File: src/rtl/flash_keyreg_pkg.sv
package flash_keyreg_pkg;

  localparam int NUM_LOCKS = 3;
  localparam int LK_CTL  = 0;
  localparam int LK_PROG = 1;
  localparam int LK_OPT  = 2;

  // byte offsets of the register words
  localparam logic [7:0] OFF_CTRL = 8'h04;
  localparam logic [7:0] OFF_STAT = 8'h18;
  localparam logic [7:0] KEY_OFF [NUM_LOCKS] = '{8'h08, 8'h10, 8'h14};

  // first and second key word for each lock
  localparam logic [31:0] KEY_FIRST  [NUM_LOCKS] = '{32'h89ABCDEF, 32'h8C9DAEBF, 32'hFBEAD9C8};
  localparam logic [31:0] KEY_SECOND [NUM_LOCKS] = '{32'h02030405, 32'h13141516, 32'h24252627};

  // control word bit positions
  localparam int CB_PRG_EN   = 3;
  localparam int CB_DATA_SEL = 4;
  localparam int CB_FIXED    = 8;
  localparam int CB_ERASE    = 9;
  localparam int CB_HALF     = 10;

  // status word bit positions
  localparam int SB_BUSY   = 0;
  localparam int SB_EOP    = 1;
  localparam int SB_READY  = 3;
  localparam int SB_WRPERR = 8;
  localparam int SB_PGAERR = 9;
  localparam int SB_SIZERR = 10;

  typedef enum logic [1:0] {
    KS_IDLE = 2'd0,
    KS_HALF = 2'd1,
    KS_DEAD = 2'd2
  } key_state_e;

  typedef struct packed {
    logic half_page;
    logic erase;
    logic fixed_time;
    logic data_sel;
    logic prg_en;
  } ctl_bits_t;

endpackage

File: src/rtl/flash_key_seq.sv
module flash_key_seq
  import flash_keyreg_pkg::*;
#(
  parameter logic [31:0] KEY_A = 32'h0,
  parameter logic [31:0] KEY_B = 32'h0
) (
  input  logic        clk,
  input  logic        rst,
  input  logic        key_we,
  input  logic [31:0] key_data,
  input  logic        allow,
  input  logic        relock,
  output logic        lock,
  output logic        fault
);

  key_state_e st;

  always_ff @(posedge clk) begin
    if (rst) begin
      st   <= KS_IDLE;
      lock <= 1'b1;
    end else if (relock) begin
      lock <= 1'b1;
      if (st != KS_DEAD) st <= KS_IDLE;
    end else if (key_we && lock && st != KS_DEAD) begin
      if (!allow) begin
        st <= KS_DEAD;
      end else if (st == KS_IDLE) begin
        st <= (key_data == KEY_A) ? KS_HALF : KS_DEAD;
      end else begin
        if (key_data == KEY_B) begin
          lock <= 1'b0;
          st   <= KS_IDLE;
        end else begin
          st <= KS_DEAD;
        end
      end
    end
  end

  assign fault = (st == KS_DEAD);

  // a lock opens only on the cycle after its second key word
  p_open_needs_key_r2: assert property (@(posedge clk) disable iff (rst)
    $fell(lock) |-> ($past(key_we) && $past(key_data) == KEY_B && $past(allow)));

  // a dead sequence never lets its lock open
  p_dead_keeps_lock_r5: assert property (@(posedge clk) disable iff (rst)
    fault |=> lock);

  // fault is sticky until reset
  p_fault_sticky_r5: assert property (@(posedge clk) disable iff (rst)
    fault |=> fault);

endmodule

File: src/rtl/flash_ctl_reg.sv
module flash_ctl_reg
  import flash_keyreg_pkg::*;
(
  input  logic      clk,
  input  logic      rst,
  input  logic      wr,
  input  ctl_bits_t wbits,
  input  logic      lock_ctl,
  input  logic      lock_prog,
  output ctl_bits_t bits
);

  logic open_low;
  logic open_high;

  assign open_low  = !lock_ctl;
  assign open_high = !lock_ctl && !lock_prog;

  always_ff @(posedge clk) begin
    if (rst) begin
      bits <= '0;
    end else if (wr) begin
      if (open_low) begin
        bits.data_sel   <= wbits.data_sel;
        bits.fixed_time <= wbits.fixed_time;
      end
      if (open_high) begin
        bits.prg_en    <= wbits.prg_en;
        bits.erase     <= wbits.erase;
        bits.half_page <= wbits.half_page;
      end
    end
  end

  // bits under the control lock hold while it is set
  p_low_guard_r7: assert property (@(posedge clk) disable iff (rst)
    lock_ctl |=> ($stable(bits.data_sel) && $stable(bits.fixed_time)));

  // bits under the program lock hold while it is set
  p_high_guard_r7: assert property (@(posedge clk) disable iff (rst)
    lock_prog |=> ($stable(bits.prg_en) && $stable(bits.erase) && $stable(bits.half_page)));

endmodule

File: src/rtl/flash_stat_reg.sv
module flash_stat_reg
  import flash_keyreg_pkg::*;
(
  input  logic        clk,
  input  logic        rst,
  input  logic        clr_we,
  input  logic [31:0] clr_data,
  input  logic        busy_in,
  input  logic        ready_in,
  input  logic        eop_set,
  input  logic        wrperr_set,
  input  logic        pgaerr_set,
  input  logic        sizerr_set,
  output logic [31:0] stat_word
);

  localparam int NSTICKY = 4;
  localparam int STICKY_POS [NSTICKY] = '{SB_EOP, SB_WRPERR, SB_PGAERR, SB_SIZERR};

  logic               busy_q;
  logic               ready_q;
  logic [NSTICKY-1:0] sticky_q;
  logic [NSTICKY-1:0] set_v;

  assign set_v = {sizerr_set, pgaerr_set, wrperr_set, eop_set};

  always_ff @(posedge clk) begin
    if (rst) begin
      busy_q  <= 1'b0;
      ready_q <= 1'b0;
    end else begin
      busy_q  <= busy_in;
      ready_q <= ready_in;
    end
  end

  for (genvar g = 0; g < NSTICKY; g++) begin : g_sticky
    always_ff @(posedge clk) begin
      if (rst)
        sticky_q[g] <= 1'b0;
      else if (set_v[g])
        sticky_q[g] <= 1'b1;
      else if (clr_we && clr_data[STICKY_POS[g]])
        sticky_q[g] <= 1'b0;
    end

    // a flag stays set unless a one is written to it
    p_sticky_hold_r8: assert property (@(posedge clk) disable iff (rst)
      (sticky_q[g] && !(clr_we && clr_data[STICKY_POS[g]])) |=> sticky_q[g]);

    // an event wins over a clear in the same cycle
    p_set_wins_r8: assert property (@(posedge clk) disable iff (rst)
      set_v[g] |=> sticky_q[g]);
  end

  always_comb begin
    stat_word = '0;
    stat_word[SB_BUSY]   = busy_q;
    stat_word[SB_READY]  = ready_q;
    stat_word[SB_EOP]    = sticky_q[0];
    stat_word[SB_WRPERR] = sticky_q[1];
    stat_word[SB_PGAERR] = sticky_q[2];
    stat_word[SB_SIZERR] = sticky_q[3];
  end

endmodule

File: src/rtl/flash_keyreg_top.sv
module flash_keyreg_top
  import flash_keyreg_pkg::*;
#(
  parameter int ADDR_W = 8
) (
  input  logic              clk,
  input  logic              rst,
  input  logic [ADDR_W-1:0] bus_addr,
  input  logic [31:0]       bus_wdata,
  input  logic              bus_we,
  input  logic              bus_re,
  output logic [31:0]       bus_rdata,
  input  logic              seq_busy,
  input  logic              seq_ready,
  input  logic              seq_eop,
  input  logic              seq_wrperr,
  input  logic              seq_pgaerr,
  input  logic              seq_sizerr,
  output logic              lock_ctl,
  output logic              lock_prog,
  output logic              lock_opt,
  output logic              ctl_prg_en,
  output logic              ctl_data_sel,
  output logic              ctl_fixed_time,
  output logic              ctl_erase,
  output logic              ctl_half_page,
  output logic              key_fault
);

  logic                 hit_ctrl;
  logic                 hit_stat;
  logic                 wr_ctrl;
  logic [NUM_LOCKS-1:0] lock_v;
  logic [NUM_LOCKS-1:0] fault_v;
  logic [NUM_LOCKS-1:0] allow_v;
  ctl_bits_t            ctl_q;
  ctl_bits_t            ctl_w;
  logic [31:0]          ctl_word;
  logic [31:0]          stat_word;

  assign hit_ctrl = (bus_addr == ADDR_W'(OFF_CTRL));
  assign hit_stat = (bus_addr == ADDR_W'(OFF_STAT));
  assign wr_ctrl  = bus_we && hit_ctrl;

  // program key is honoured only with the control lock open
  always_comb begin
    allow_v          = '1;
    allow_v[LK_PROG] = !lock_v[LK_CTL];
  end

  for (genvar i = 0; i < NUM_LOCKS; i++) begin : g_lock
    flash_key_seq #(
      .KEY_A (KEY_FIRST[i]),
      .KEY_B (KEY_SECOND[i])
    ) u_seq (
      .clk      (clk),
      .rst      (rst),
      .key_we   (bus_we && bus_addr == ADDR_W'(KEY_OFF[i])),
      .key_data (bus_wdata),
      .allow    (allow_v[i]),
      .relock   (wr_ctrl && bus_wdata[i]),
      .lock     (lock_v[i]),
      .fault    (fault_v[i])
    );
  end

  assign ctl_w.prg_en     = bus_wdata[CB_PRG_EN];
  assign ctl_w.data_sel   = bus_wdata[CB_DATA_SEL];
  assign ctl_w.fixed_time = bus_wdata[CB_FIXED];
  assign ctl_w.erase      = bus_wdata[CB_ERASE];
  assign ctl_w.half_page  = bus_wdata[CB_HALF];

  flash_ctl_reg u_ctl (
    .clk       (clk),
    .rst       (rst),
    .wr        (wr_ctrl),
    .wbits     (ctl_w),
    .lock_ctl  (lock_v[LK_CTL]),
    .lock_prog (lock_v[LK_PROG]),
    .bits      (ctl_q)
  );

  flash_stat_reg u_stat (
    .clk        (clk),
    .rst        (rst),
    .clr_we     (bus_we && hit_stat),
    .clr_data   (bus_wdata),
    .busy_in    (seq_busy),
    .ready_in   (seq_ready),
    .eop_set    (seq_eop),
    .wrperr_set (seq_wrperr),
    .pgaerr_set (seq_pgaerr),
    .sizerr_set (seq_sizerr),
    .stat_word  (stat_word)
  );

  always_comb begin
    ctl_word                 = '0;
    ctl_word[NUM_LOCKS-1:0]  = lock_v;
    ctl_word[CB_PRG_EN]      = ctl_q.prg_en;
    ctl_word[CB_DATA_SEL]    = ctl_q.data_sel;
    ctl_word[CB_FIXED]       = ctl_q.fixed_time;
    ctl_word[CB_ERASE]       = ctl_q.erase;
    ctl_word[CB_HALF]        = ctl_q.half_page;
  end

  always_ff @(posedge clk) begin
    if (rst || !bus_re)
      bus_rdata <= '0;
    else if (hit_ctrl)
      bus_rdata <= ctl_word;
    else if (hit_stat)
      bus_rdata <= stat_word;
    else
      bus_rdata <= '0;
  end

  assign lock_ctl       = lock_v[LK_CTL];
  assign lock_prog      = lock_v[LK_PROG];
  assign lock_opt       = lock_v[LK_OPT];
  assign ctl_prg_en     = ctl_q.prg_en;
  assign ctl_data_sel   = ctl_q.data_sel;
  assign ctl_fixed_time = ctl_q.fixed_time;
  assign ctl_erase      = ctl_q.erase;
  assign ctl_half_page  = ctl_q.half_page;
  assign key_fault      = |fault_v;

  // program lock opens only if the control lock was already open
  p_prog_after_ctl_r3: assert property (@(posedge clk) disable iff (rst)
    $fell(lock_prog) |-> !$past(lock_ctl));

  // writing one to a lock bit closes it on the next cycle
  p_relock_r6: assert property (@(posedge clk) disable iff (rst)
    (wr_ctrl && bus_wdata[LK_CTL]) |=> lock_ctl);

  // no read strobe, zero read data next cycle
  p_rdata_idle_r9: assert property (@(posedge clk) disable iff (rst)
    !bus_re |=> (bus_rdata == 32'h0));

  // key_fault never drops outside reset
  p_fault_sticky_r5: assert property (@(posedge clk) disable iff (rst)
    $past(key_fault) |-> key_fault);

endmodule

File: config.mk
export PLATFORM = sky130hd
export DESIGN_NAME = flash_keyreg_top
export DESIGN_NICKNAME = d
export VERILOG_FILES = /design/src/rtl/flash_keyreg_pkg.sv /design/src/rtl/flash_key_seq.sv /design/src/rtl/flash_ctl_reg.sv /design/src/rtl/flash_stat_reg.sv /design/src/rtl/flash_keyreg_top.sv
export SDC_FILE = /design/constraint.sdc
export NUM_CORES = 1
export LEC_CHECK = 0
export CORE_MARGIN = 4
export CORE_UTILIZATION = 46
export DETAILED_ROUTE_END_ITERATION = 12
export PLACE_DENSITY = 0.9
export SYNTH_ARGS = -nofsm -noshare
export SYNTH_HDL_FRONTEND = slang
export SYNTH_HIERARCHICAL = 1
export SYNTH_SLANG_ARGS = --single-unit
File: constraint.sdc
create_clock -name clk -period 3.2 [get_ports clk]
set_clock_uncertainty 0.2 [all_clocks]
set_input_delay 0.48 -clock clk [delete_from_list [all_inputs] [get_ports clk]]
set_output_delay 0.48 -clock clk [all_outputs]
set_load 0.1 [all_outputs]
# After elaboration in Yosys (flattened, before gate mapping)
# Index checks and enable logic that the tools add are counted.
[op_classes]
eq_ne = 20
n_mux = 29
n_bitwise = 4
n_reduce_logical = 46
[ops]
columns = ["op", "count"]
rows = [
  ["$eq A32 B32 Y1 const B", 3],
  ["$mux W2", 19],
  ["$eq A32 B26 Y1 const B", 1],
  ["$eq A32 B29 Y1 const B", 1],
  ["$eq A32 B30 Y1 const B", 1],
  ["$eq A8 B5 Y1 const B", 3],
  ["$mux W11", 2],
  ["$logic_and A1 B1 Y1", 19],
  ["$reduce_bool A2 Y1", 7],
  ["$ne A2 B2 Y1 const B", 6],
  ["$reduce_and A2 Y1", 5],
  ["$eq A8 B3 Y1 const B", 1],
  ["$eq A8 B4 Y1 const B", 1],
  ["$mux W1", 8],
  ["$reduce_or A2 Y1", 4],
  ["$eq A2 B2 Y1 const B", 3],
  ["$logic_not A2 Y1", 3],
  ["$reduce_and A3 Y1", 2],
  ["$not A1 Y1", 4],
  ["$reduce_and A4 Y1", 1],
  ["$logic_not A1 Y1", 3],
  ["$reduce_or A3 Y1", 1],
  ["$logic_or A1 B1 Y1", 1],
]
[word_totals]
ff_bits = 52
in_bits = 50

# Longest topological paths before layout
[depth]
depth_word = 6
ltp_mapped = 7
depth_no_buf = 7

# Hierarchy
# The synthesis kept the hierarchy.
[modules_own_cells]
columns = ["module", "instances", "cells_each", "area_per_inst_um2"]
rows = [
  ["flash_keyreg_top", 1, 98, 1073.5],
  ["flash_stat_reg", 1, 49, 414.1],
  ["flash_key_seq (g_lock[2].u_seq)", 1, 43, 355.3],
  ["flash_key_seq (g_lock[1].u_seq)", 1, 40, 334.1],
  ["flash_key_seq (g_lock[0].u_seq)", 1, 40, 277.8],
  ["flash_ctl_reg", 1, 17, 196.4],
]

# Least setup slack after synthesis
# OpenSTA, ideal clock, no wires.
[synth_path]
path_kind = "input to register"
from = "in bus_addr[1]"
to = "reg g_lock[1].u_seq.st[0]"
setup_time_ps = 70
arrival_time_ps = 2534
setup_slack_ps = 397
path_stages = 7
path_buffers = 0
cell_sequence = "or4b_2 > nor3_2 > and2_1 > a21oi_2 > or3_1 > or4_1 > a21oi_1"
[synth_lines]
columns = ["element", "line", "rtl"]
rows = [
  ["from (decl)", "flash_keyreg_top.sv:8", "input logic [ADDR_W-1:0] bus_addr,"],
  ["$eq A8 B3 Y1 *", "flash_keyreg_top.sv:41", "assign hit_ctrl = (bus_addr == ADDR_W'(OFF_CTRL));"],
  ["$logic_and A1 B1 Y1 *", "flash_keyreg_top.sv:43", "assign wr_ctrl = bus_we && hit_ctrl;"],
  ["net wr_ctrl", "flash_keyreg_top.sv:32", "logic wr_ctrl;"],
  ["$logic_and A1 B1 Y1 *", "flash_keyreg_top.sv:61", ".relock (wr_ctrl && bus_wdata[i]),"],
  ["$ne A2 B2 Y1 (no line) / $reduce_bool A2 Y1 (equally long branches)", "n/a", ""],
  ["$reduce_and A2 Y1 (no line)", "n/a", ""],
  ["to (signal assigned)", "flash_key_seq.sv:30", "st <= (key_data == KEY_A) ? KS_HALF : KS_DEAD;"],
  ["to (decl)", "flash_key_seq.sv:17", "key_state_e st;"],
]
# The timed path passes the listed nets; every way through them passes the cells marked *.
# A chain may end at the register's enable or synchronous reset.

# Worst setup path after layout
[layout_path]
from = "in bus_addr[1]"
to = "reg g_lock[2].u_seq.st[1]"
[layout_between]
elab_chain_len = 6
[layout_lines]
columns = ["element", "line", "rtl"]
rows = [
  ["$eq A8 B5 Y1", "flash_keyreg_top.sv:58", ".key_we (bus_we && bus_addr == ADDR_W'(KEY_OFF[i])),"],
  ["$logic_and A1 B1 Y1", "flash_keyreg_top.sv:58", ""],
  ["$logic_and A1 B1 Y1 (2 in series)", "flash_key_seq.sv:26", "end else if (key_we && lock && st != KS_DEAD) begin"],
  ["$reduce_bool A2 Y1 (no line)", "n/a", ""],
  ["$reduce_and A2 Y1 (no line)", "n/a", ""],
  ["to (signal assigned)", "flash_key_seq.sv:30", ""],
  ["to (decl)", "flash_key_seq.sv:17", ""],
]
# Several ways; a longest one is shown, not always the timed one.

==> impl_metrics.tcl <==
set metrics [dict create \
    r2r-end "g_lock[1].u_seq/st[0]$_SDFFE_PP0P_" \
    place_area_sq_um 3460 \
    row_count 27 \
    place.gp.congestion 0.9606 \
    cts_buffers 5 \
    r2r_setup_slack_ns 1.38 \
    setup_viol 0 \
    hold_violations 0 \
    ys_seq_elements 52 \
    swShare_pct 23.37 \
    die_w_um 83.92 \
    hold_depth 1 \
    outcome "complete, no violations" \
    place_inst 452 \
    comb_power_share_pct 12.1 \
    path_class "in2reg" \
    overflow 0 \
    p_int_mw 0.9049 \
    grt_pass1_wl_um 10760 \
    cp_max_fo 3 \
    wl_per_cell_um 14.63 \
    cp-end-kind "flip-flop" \
    drtPass1Iterations 5 \
    max_stage_delay_ns 0.72 \
    die_area_sq_um 7043 \
    power.total_mw 1.181 \
    fin_cells 460 \
    clk_pin_slew_ns 0.09 \
    finalMaxSlewViolations 0 \
    start_util_pct 47.85 \
    ys_types 52 \
    syn_area_sq_um 2651 \
    io_pins 91 \
    layout_common_cells "dfxtp_1 (52), buf_4 (49), clkdlybuf4s50_1 (49)" \
    cts_resized 0 \
    cp_data_arrival_time_ns 2.91 \
    final_common_cell "dfxtp_1" \
    ctsHoldBuffers 0 \
    synth_ff_type "dfxtp_1" \
    synth_edf_count 0 \
    rsz0062_at_grt "no" \
    diodes 0 \
    cts_setup_buffers 0 \
    r2r_start "g_lock[0].u_seq/lock$_SDFFE_PP1P_" \
    numPortBuffers 90 \
    final_nets 437 \
    syn-mean-instance-area_sq_um 9.238 \
    min_path_type "reg2reg" \
    fin_crit_ns 2.909 \
    grt_usage_pct 18.70 \
    htree_levels 2 \
    critPathLaunchType "primary input" \
    fin_area_sq_um 3557 \
    slew_headroom_pct 63.40 \
    grt_antenna_before_repair 0 \
    grt_pass1_vias 2405 \
    die_h_um 83.92 \
    cpMaxStageDelayCell "or4b_2" \
    synthCells 287 \
    vias 2485 \
    cts_sinks 52 \
    cts_tree "yes" \
    wirelength_um 6729 \
    powerDensity_nw_per_um2 332.0 \
    cp.required_ns 3.20 \
    p_clk_share_pct 32.5 \
    yosysSeqAreaShare_pct 39.26 \
    crit_chain "clkdlybuf4s50_1, or4b_2, buf_4, nor3_1, a21oi_1, o21a_1, or2_1, o221a_1" \
    async_flop_share_pct 0 \
    drtIter0Drc 138 \
    clock_path_buffers 2 \
    hp-start "u_stat/busy_q$_SDFF_PP0_" \
    peakVddDrop_uv 202.5 \
    drive_gt1_share_pct 18.81 \
    p_leak_nw 1.472 \
    tightest_slew_ns 0.5478 \
    fin_crit_sh_pct 90.90 \
    hold_end "bus_rdata[0]$_SDFF_PP0_" \
    drc_errors 0 \
    max_cap_viol_count 0 \
    power_frac_seq_pct 55.4 \
    cts-root-buf "clkbuf_8" \
    drtAntennaViolNets 0 \
    area_delta_synth_final_pct 34.17 \
    switchingPower_mw 0.2760 \
    core-area_sq_um 5540 \
    vias_per_cell 5.402 \
    hpwl_um 5465 \
    grt_max_degree 25 \
    worstSkewPairLatency_ns 0.30 \
    fmax_mhz 343.8 \
    worstRegToRegCells 5 \
    yosys_warnings 6 \
]
-- power by group through the flow --
| stage | Combinational [mW] | Sequential (mW) | Clock, mW |
|---|---|---|---|
| after floorplan | 0.0613 | 0.671 | 0 |
| after global placement | 0.140 | 0.669 | 0 |
| after detailed placement | 0.141 | 0.669 | 0 |
| after CTS | 0.141 | 0.654 | 0.392 |
| after global routing | 0.153 | 0.655 | 0.416 |
| final | 0.143 | 0.654 | 0.383 |
-- per-layer routing --
| metal | wire length (um) | global-route usage, % |
|---|---|---|
| met2 | 3252 | 32.18 |
| met5 | 0 | 0 |
| met1 | 2676 | 21.77 |
| met3 | 608 | 4.541 |
| met4 | 192 | 8.626 |
-- worst max-delay path by stage --
stage / end / startpoint / slack, ns
finish: g_lock[2].u_seq/st[1]$_SDFFE_PP0P_ / bus_addr[1] / 0.29
global route: g_lock[2].u_seq/st[1]$_SDFFE_PP0P_ / bus_addr[1] / 0.20
CTS: g_lock[2].u_seq/st[1]$_SDFFE_PP0P_ / bus_addr[1] / 0.31
detailed placement: g_lock[2].u_seq/st[1]$_SDFFE_PP0P_ / bus_addr[1] / -0.008
global placement: g_lock[2].u_seq/st[1]$_SDFFE_PP0P_ / bus_addr[1] / 0.06
floorplan: g_lock[1].u_seq/st[0]$_SDFFE_PP0P_ / bus_addr[1] / 0.40
-- Yosys cell counts, types with 2 or more instances --
library cell / count / area share [%]
dfxtp_1: 52 / 39
buf_4: 28 / 7.9
and2_1: 27 / 6.4
nor2_1: 22 / 3.1
nand2_1: 17 / 2.4
inv_1: 12 / 1.7
nor4_1: 10 / 2.4
nand4_1: 8 / 1.9
nand3_1: 7 / 1.3
nor4b_1: 7 / 2.3
nor4bb_1: 7 / 2.6
a21oi_1: 5 / 0.94
a22o_1: 5 / 1.7
a311oi_1: 5 / 1.7
mux2i_1: 5 / 1.9
nand4b_1: 5 / 1.7
or3_1: 5 / 1.2
and4_1: 4 / 1.3
nor2b_1: 4 / 0.94
nor3_1: 4 / 0.76
o22ai_1: 4 / 0.94
or2_1: 3 / 0.71
and2b_1: 2 / 0.57
and4bb_1: 2 / 0.94
and4bb_2: 2 / 0.94
buf_6: 2 / 0.85
conb_1: 2 / 0.28
nor3b_4: 2 / 1.4
o21a_1: 2 / 0.57
o21ai_0: 2 / 0.38
o41ai_1: 2 / 0.66
or4_1: 2 / 0.57
or4b_4: 2 / 1.0
-- worst max-delay path, delay by kind of cell --
family / cells / cell delay, ns
simple gates: 3 / 1.25
compound gates: 3 / 0.59
buf+inv: 2 / 0.59
-- layout make-up --
class,instances,area (sq um)
Inverter,12,45.04
Clock inverter,2,15.01
Fill cell,488,1983
Tap cell,72,90.09
Multi-Input combinational cell,218,1425
Timing Repair Buffer,98,858.3
Clock buffer,6,82.58
Sequential cell,52,1041
-- logic make-up (layout without fill, tap and decap cells) --
group | count (synthesis) | count (layout) | synth area share, %
compound gates | 31 | 31 | 8.778
other cells | 2 | 29 | 0.2833
mux | 5 | 5 | 1.888
flops | 52 | 52 | 39.26
buf+inv | 44 | 118 | 10.81
simple gates | 153 | 153 | 38.98
-- registers in the layout (all words and copies together), names as in the netlist --
name	cells
bus_rdata	32
g_lock.u_seq/st	6
u_ctl/bits	5
u_stat/stat_word	4
g_lock.u_seq/lock	3
u_stat/busy_q	1
u_stat/ready_q	1
-- metrics by stage --
step	util [%]	hold WS [ns]	TNS, ns	setup slack [ns]
after floorplan	-	0.2499	0	0.3967
after global placement	62.44	0.2353	0	0.05785
after CTS	64.21	0.2559	0	0.3143
final	64.21	0.2536	0	0.2912
after detailed placement	62.44	0.2345	-0.008441	-0.008441
after global routing	64.21	0.3000	0	0.1997
Note: power is estimated with default switching activity, not from simulation.
